<file path="src/rtl/rps_pkg.sv">
package rps_pkg;
    localparam int DATA_W   = 256;
    localparam int HALF_W   = DATA_W / 2;
    localparam int REGION_W = 8;
    localparam int CODE_W   = 3;
    localparam int EMPTY_IW = 2;
    localparam int EMPTY_OW = 3;
    localparam int ROM_BIT  = 6;
    localparam logic [CODE_W-1:0] CODE_UNUSED = 3'b110;
    localparam logic [CODE_W-1:0] CODE_ROM    = 3'b111;

    typedef struct packed {
        logic [DATA_W-1:0]   data;
        logic [1:0]          sop;
        logic [1:0]          eop;
        logic [EMPTY_IW-1:0] empty;
        logic [REGION_W-1:0] region;
    } beat_t;

    typedef enum logic {ST_WHOLE, ST_UPPER} split_state_e;
endpackage

</file>
<file path="src/rtl/rps_skid_fifo.sv">
module rps_skid_fifo
    import rps_pkg::*;
#(
    parameter int DEPTH = 4,
    localparam int AW = (DEPTH > 1) ? $clog2(DEPTH) : 1,
    localparam int CW = $clog2(DEPTH + 1)
) (
    input  logic          clk,
    input  logic          rst_n,
    input  logic          push,
    input  beat_t         din,
    input  logic          pop,
    output beat_t         dout,
    output logic [CW-1:0] count,
    output logic          not_empty
);
    beat_t         mem [DEPTH];
    logic [AW-1:0] wr_ptr;
    logic [AW-1:0] rd_ptr;

    function automatic logic [AW-1:0] bump(input logic [AW-1:0] p);
        return (p == AW'(DEPTH - 1)) ? '0 : p + 1'b1;
    endfunction

    always_ff @(posedge clk) begin
        if (push) mem[wr_ptr] <= din;
    end

    always_ff @(posedge clk) begin
        if (!rst_n) begin
            wr_ptr <= '0;
            rd_ptr <= '0;
            count  <= '0;
        end else begin
            if (push) wr_ptr <= bump(wr_ptr);
            if (pop)  rd_ptr <= bump(rd_ptr);
            unique case ({push, pop})
                2'b10:   count <= count + 1'b1;
                2'b01:   count <= count - 1'b1;
                default: count <= count;
            endcase
        end
    end

    assign dout      = mem[rd_ptr];
    assign not_empty = (count != '0);

    assert_no_overflow_R7: assert property (@(posedge clk) disable iff (!rst_n)
        push |-> (count < CW'(DEPTH)));
    assert_no_underflow_R7: assert property (@(posedge clk) disable iff (!rst_n)
        pop |-> not_empty);
endmodule

</file>
<file path="src/rtl/rps_credit.sv">
module rps_credit #(
    parameter int DEPTH = 4,
    parameter int LAT   = 2,
    localparam int CW = $clog2(DEPTH + 1)
) (
    input  logic          clk,
    input  logic          rst_n,
    input  logic [CW-1:0] count,
    input  logic          in_valid,
    output logic          in_ready
);
    logic [LAT-1:0] grant_hist;
    int             pending;

    generate
        if (LAT > 1) begin : g_multi
            always_ff @(posedge clk) begin
                if (!rst_n) grant_hist <= '0;
                else        grant_hist <= {grant_hist[LAT-2:0], in_ready};
            end
        end else begin : g_single
            always_ff @(posedge clk) begin
                if (!rst_n) grant_hist <= '0;
                else        grant_hist <= in_ready;
            end
        end
    endgenerate

    always_comb begin
        pending = 0;
        for (int i = 0; i < LAT; i++) pending += int'(grant_hist[i]);
        in_ready = (int'(count) + pending) < DEPTH;
    end

    assert_latency_R7: assert property (@(posedge clk) disable iff (!rst_n)
        in_valid |-> grant_hist[LAT-1]);
endmodule

</file>
<file path="src/rtl/rps_region_enc.sv">
module rps_region_enc
    import rps_pkg::*;
(
    input  logic [REGION_W-1:0] region_oh,
    output logic [CODE_W-1:0]   code,
    output logic                bad
);
    int                ones;
    logic [CODE_W-1:0] idx;

    always_comb begin
        ones = 0;
        idx  = '0;
        for (int i = 0; i <= ROM_BIT; i++) begin
            if (region_oh[i]) begin
                ones++;
                idx = CODE_W'(i);
            end
        end
        bad = (ones != 1) || region_oh[REGION_W-1];
        if (bad)                          code = CODE_UNUSED;
        else if (idx == CODE_W'(ROM_BIT)) code = CODE_ROM;
        else                              code = idx;
    end
endmodule

</file>
<file path="src/rtl/rx_pkt_splitter.sv">
module rx_pkt_splitter
    import rps_pkg::*;
#(
    parameter int DEPTH = 4,
    parameter int LAT   = 2,
    localparam int CW = $clog2(DEPTH + 1)
) (
    input  logic                clk,
    input  logic                rst_n,
    input  logic                in_valid,
    output logic                in_ready,
    input  logic [DATA_W-1:0]   in_data,
    input  logic [1:0]          in_sop,
    input  logic [1:0]          in_eop,
    input  logic [EMPTY_IW-1:0] in_empty,
    input  logic [REGION_W-1:0] in_region,
    output logic                out_valid,
    input  logic                out_ready,
    output logic [DATA_W-1:0]   out_data,
    output logic                out_sop,
    output logic                out_eop,
    output logic [EMPTY_OW-1:0] out_empty,
    output logic [CODE_W-1:0]   out_region,
    output logic                region_err
);
    beat_t         in_beat;
    beat_t         head;
    logic [CW-1:0] count;
    logic          have_head;
    logic          pop;
    logic          split;
    logic          head_bad;
    logic [EMPTY_OW-1:0] dw_base;
    split_state_e  state, state_n;

    assign in_beat = '{data: in_data, sop: in_sop, eop: in_eop,
                       empty: in_empty, region: in_region};

    rps_skid_fifo #(.DEPTH(DEPTH)) u_store (
        .clk(clk), .rst_n(rst_n), .push(in_valid), .din(in_beat),
        .pop(pop), .dout(head), .count(count), .not_empty(have_head)
    );

    rps_credit #(.DEPTH(DEPTH), .LAT(LAT)) u_credit (
        .clk(clk), .rst_n(rst_n), .count(count),
        .in_valid(in_valid), .in_ready(in_ready)
    );

    rps_region_enc u_region (
        .region_oh(head.region), .code(out_region), .bad(head_bad)
    );

    assign split   = (head.eop == 2'b01) && head.sop[1];
    assign dw_base = EMPTY_OW'({head.empty, 1'b0});

    // State register
    always_ff @(posedge clk) begin
        if (!rst_n) state <= ST_WHOLE;
        else        state <= state_n;
    end

    // Transitions and store pop
    always_comb begin
        state_n = state;
        pop     = 1'b0;
        unique case (state)
            ST_WHOLE: begin
                if (have_head && out_ready) begin
                    if (split) state_n = ST_UPPER;
                    else       pop     = 1'b1;
                end
            end
            ST_UPPER: begin
                if (out_ready) begin
                    pop     = 1'b1;
                    state_n = ST_WHOLE;
                end
            end
        endcase
    end

    // Output beat formation
    always_comb begin
        out_valid = have_head;
        out_data  = head.data;
        out_sop   = |head.sop;
        out_eop   = |head.eop;
        out_empty = '0;
        unique case (state)
            ST_WHOLE: begin
                if (split) begin
                    out_data  = {{HALF_W{1'b0}}, head.data[HALF_W-1:0]};
                    out_sop   = 1'b0;
                    out_eop   = 1'b1;
                    out_empty = dw_base + EMPTY_OW'(4);
                end else if (head.eop == 2'b01) begin
                    out_empty = dw_base + EMPTY_OW'(4);
                end else if (head.eop == 2'b10) begin
                    out_empty = dw_base;
                end
            end
            ST_UPPER: begin
                out_data = {head.data[DATA_W-1:HALF_W], {HALF_W{1'b0}}};
                out_sop  = 1'b1;
                out_eop  = 1'b0;
            end
        endcase
    end

    always_ff @(posedge clk) begin
        if (!rst_n)                                         region_err <= 1'b0;
        else if (out_valid && out_ready && out_sop && head_bad) region_err <= 1'b1;
    end

    assert_hold_R8: assert property (@(posedge clk) disable iff (!rst_n)
        out_valid && !out_ready |=> out_valid && $stable(out_data) && $stable(out_sop)
            && $stable(out_eop) && $stable(out_empty) && $stable(out_region));
    assert_upper_pending_R3: assert property (@(posedge clk) disable iff (!rst_n)
        (state == ST_UPPER) |-> out_valid && out_sop && !out_eop);
    assert_low_end_empty_R4: assert property (@(posedge clk) disable iff (!rst_n)
        in_valid && (in_eop == 2'b01) |-> (in_empty < 2'd2));
    assert_err_sets_R6: assert property (@(posedge clk) disable iff (!rst_n)
        out_valid && out_ready && out_sop && (out_region == CODE_UNUSED) |=> region_err);
    assert_err_sticky_R6: assert property (@(posedge clk) disable iff (!rst_n)
        region_err |=> region_err);
endmodule

</file>
<file path="config.mk">
export PLATFORM = sky130hd
export DESIGN_NAME = rx_pkt_splitter
export DESIGN_NICKNAME = d
export VERILOG_FILES = /design/src/rtl/rps_pkg.sv /design/src/rtl/rps_skid_fifo.sv /design/src/rtl/rps_credit.sv /design/src/rtl/rps_region_enc.sv /design/src/rtl/rx_pkt_splitter.sv
export SDC_FILE = /design/constraint.sdc
export NUM_CORES = 1
export LEC_CHECK = 0
export ABC_AREA = 1
export BUFFER_PORTS_ARGS = -buffer_cell sky130_fd_sc_hd__buf_2
export CAP_MARGIN = 20
export CORE_MARGIN = 2
export CORE_UTILIZATION = 25
export DETAILED_ROUTE_END_ITERATION = 7
export PLACE_DENSITY_LB_ADDON = 0.1
export SLEW_MARGIN = 20
export SYNTH_ARGS = -nofsm -noshare
export SYNTH_HDL_FRONTEND = slang
export SYNTH_SLANG_ARGS = --single-unit
</file>
<file path="constraint.sdc">
create_clock -name clk -period 6.2 [get_ports clk]
set_input_delay 0.93 -clock clk [delete_from_list [all_inputs] [get_ports clk]]
set_output_delay 0.93 -clock clk [all_outputs]
set_load 0.005 [all_outputs]
</file>
==> reports/results.tsv <==
metric	value	unit
global route total overflow	0	
final core utilization	30.7	%
Placement Rows	151	
Nets	4163	
final worst slack	317	ps
Synth cell types	36	
Worst setup SP type	flip-flop	
Worst path slowest cell	dfxtp_4	
Hold Path Class	input port to flip-flop	
Cell Area, Synth	42700	µm²
antenna violations before repair	52	
switching part of the total	35.2	%
Slew Limit Fails	0	
sequential fraction of design power	35.7	%
Finish-stage setup viols	0	
initial cell density of the core	25.2	%
later-pin clock latency in the skew report	770	ps
CTS buffer count	135	
CP max stage delay	360	ps
most common cell after layout, fill and taps aside	edfxtp_1	
Final TNS setup	0	ps
Seq. cell area	32700	µm²
Worst EP required	5270	ps
post-synth net total	3633	
TritonCTS clock tree	done	
Fin. Hold Viols	0	
pin count of the biggest net entering global routing	207	
crit share post-route	94.9	%
hold slack	372	ps
clock-pin slew on the worst setup and hold paths	60	ps
First-pass DRT Iterations	7	
post-DR vias/cell	4.36	
Setup CP Type	flip-flop to primary output	
status	finished, final reports clean	
P per Cell Area	461	nW/µm²
total track usage	14.2	%
Max-Cap Viols	0	
first-pass GRT wire length	185	mm
Syn. warnings	0	
share of layout cells above drive strength 1	20.6	%
root buf cell	clkbuf_16	
Clock Sinks	1093	
CP max FO	5	
Avg WL per Cell	20.6	µm
RD Place Congestion	0.722	
Leak Pwr	0.0182	µW
Post-Synthesis Cells	3344	
vias in the first global route	26600	
Core Area	169000	µm²
Die Y-Extent	417	µm
vias post-DR	27000	
Layout area overhead	22.0	%
Worst Tran Pin Value	1030	ps
net switching power	8460	µW
number of synthesized register bits	1093	
cell internal pwr	15600	µW
Max Clk Rate	170	MHz
antenna-violating nets left	0	
most frequent cells in the layout	edfxtp_1, nor2_1, buf_2	
Place WS	682	ps
clock power share	30.5	%
Buffers on Ports	539	
Die ar.	174000	µm²
multi-input logic area	8940	µm²
Rel. slew slack	31.6	%
remaining routing DRC violations	0	
Tmin final	5880	ps
Die X	417	µm
maximum vdd drop	0.303	mV
Top-Level Pins	541	
cts hold-fix bufs	0	
fill count	17200	
most used cell, CP	nand2_1	
final WL	128	mm
initial DRC count	1445	
Comb pwr share	33.8	%
worst clock skew	22.7	ps
Worst EP arrival	4950	ps
register area share after synthesis	76.6	%
Design Power	24000	µW
Syn Area/Cell	12.8	µm²
clock buffer depth	3	
H-tree levels	4	
Post-DP HPWL	69.4	mm
FF-to-FF setup slack	1890	ps
Worst setup EP type	primary output	
-- routing by layer --
metal | up-vias | share of wire [%] | global-route usage [%]
met2 | 517 | 49 | 24.1
met1 | 13200 | 43 | 17.6
met5 | - | 0.17 | 0
met3 | 233 | 5.1 | 3.84
li1 | 13000 | - | -
met4 | 34 | 2.5 | 4.39
-- registers in the layout (all words and copies together), names as in the netlist, named ones only --
signal               count
u_store.wr_ptr           2
u_store.rd_ptr           2
u_store.count            3
u_store.mem           1080
state                    1
u_credit.grant_hist      2
region_err               1
-- worst paths after layout --
kind / start / to / depth (start not counted)
max: flip-flop / out_region[0] / 30
min: in_data[212] / u_store.mem[3][226] / 1
max reg2reg: flip-flop / region_err / 31
min reg2reg: u_credit.grant_hist[0] / u_credit.grant_hist[1] / 2
-- critical path, delay by kind of cell (launching register included) --
family,cells,cell delay [ps]
adder cells (fa/ha/maj),5,1200
AO/OA/AOI/OAI,2,440
AND/OR/NAND/NOR,17,1680
buffers and inverters,6,500
flip-flops,1,360
-- synth_stat cells --
library cell  number  area (µm²)
a211oi_1           2        15.0
a21oi_1          273        1370
a21oi_2            1        8.76
a31oi_1            1        6.26
a32o_1             2        20.0
a32oi_1            1        8.76
a32oi_2            2        32.5
and2_1             1        6.26
buf_1             37         139
buf_2             58         290
buf_4             28         210
buf_6              3        33.8
clkbuf_1          82         308
conb_1             1        3.75
dfxtp_1           13         260
edfxtp_1        1080       32400
fa_1               1        20.0
ha_1              14         175
inv_1             34         128
inv_2              2        7.51
inv_6              1        8.76
nand2_1           82         308
nand2_2            8        50.1
nand3_1           25         125
nand3_2            7        70.1
nand3b_1           3        22.5
nor2_1          1044        3920
nor2_2             2        12.5
nor2_4             1        11.3
nor3_1             3        15.0
o211a_1            1        10.0
o21ai_0          526        2630
o22a_1             1        8.76
o22ai_1            2        12.5
or2_0              1        6.26
or2_2              1        6.26
-- power by group through the flow --
stage | clock (µW) | combinational (µW) | sequential (µW)
floorplan | 0 | 4460 | 8740
global placement | 0 | 8120 | 8740
detailed placement | 0 | 8080 | 8740
CTS | 7600 | 8220 | 8580
global route | 7860 | 9110 | 8600
finish | 7330 | 8120 | 8570
-- cells by family (layout without fill, tap and decap cells) --
family	Yosys count	after routing	share of synthesized area, %
AO/OA/AOI/OAI	812	812	9.65
other	1	9	0.00878
AND/OR/NAND/NOR	1178	1178	10.7
adder cells (fa/ha/maj)	15	15	0.457
buffers and inverters	245	870	2.63
flip-flops	1093	1093	76.6
-- final cells by class --
class                      instances  area share [%]
clock inverter                    54           0.788
multi-input combinational       2006            17.2
tap                             2218            5.33
timing repair buffer             598            6.47
antenna                            8          0.0384
inverter                          37           0.377
sequential                      1093            62.8
timing repair inverter             3          0.0552
clock buffer                     178            7.00
-- through the flow --
stage                     cell area, µm²  cells
after global routing               52100   6192
after CTS                          51800   6176
final                              52100   6195
after floorplan                    42700   3344
after detailed placement           47700   5934
after global placement             47700   5934
-- repair_timing --
item / CTS / global route
resized for setup: 3 / 21
cloned: 2 / 2
endpoints found under the setup margin: 3 / 3
pin swaps: 1 / 7
buffers inserted: 8 / 8
No activity file was read; power rests on OpenSTA's default activity.
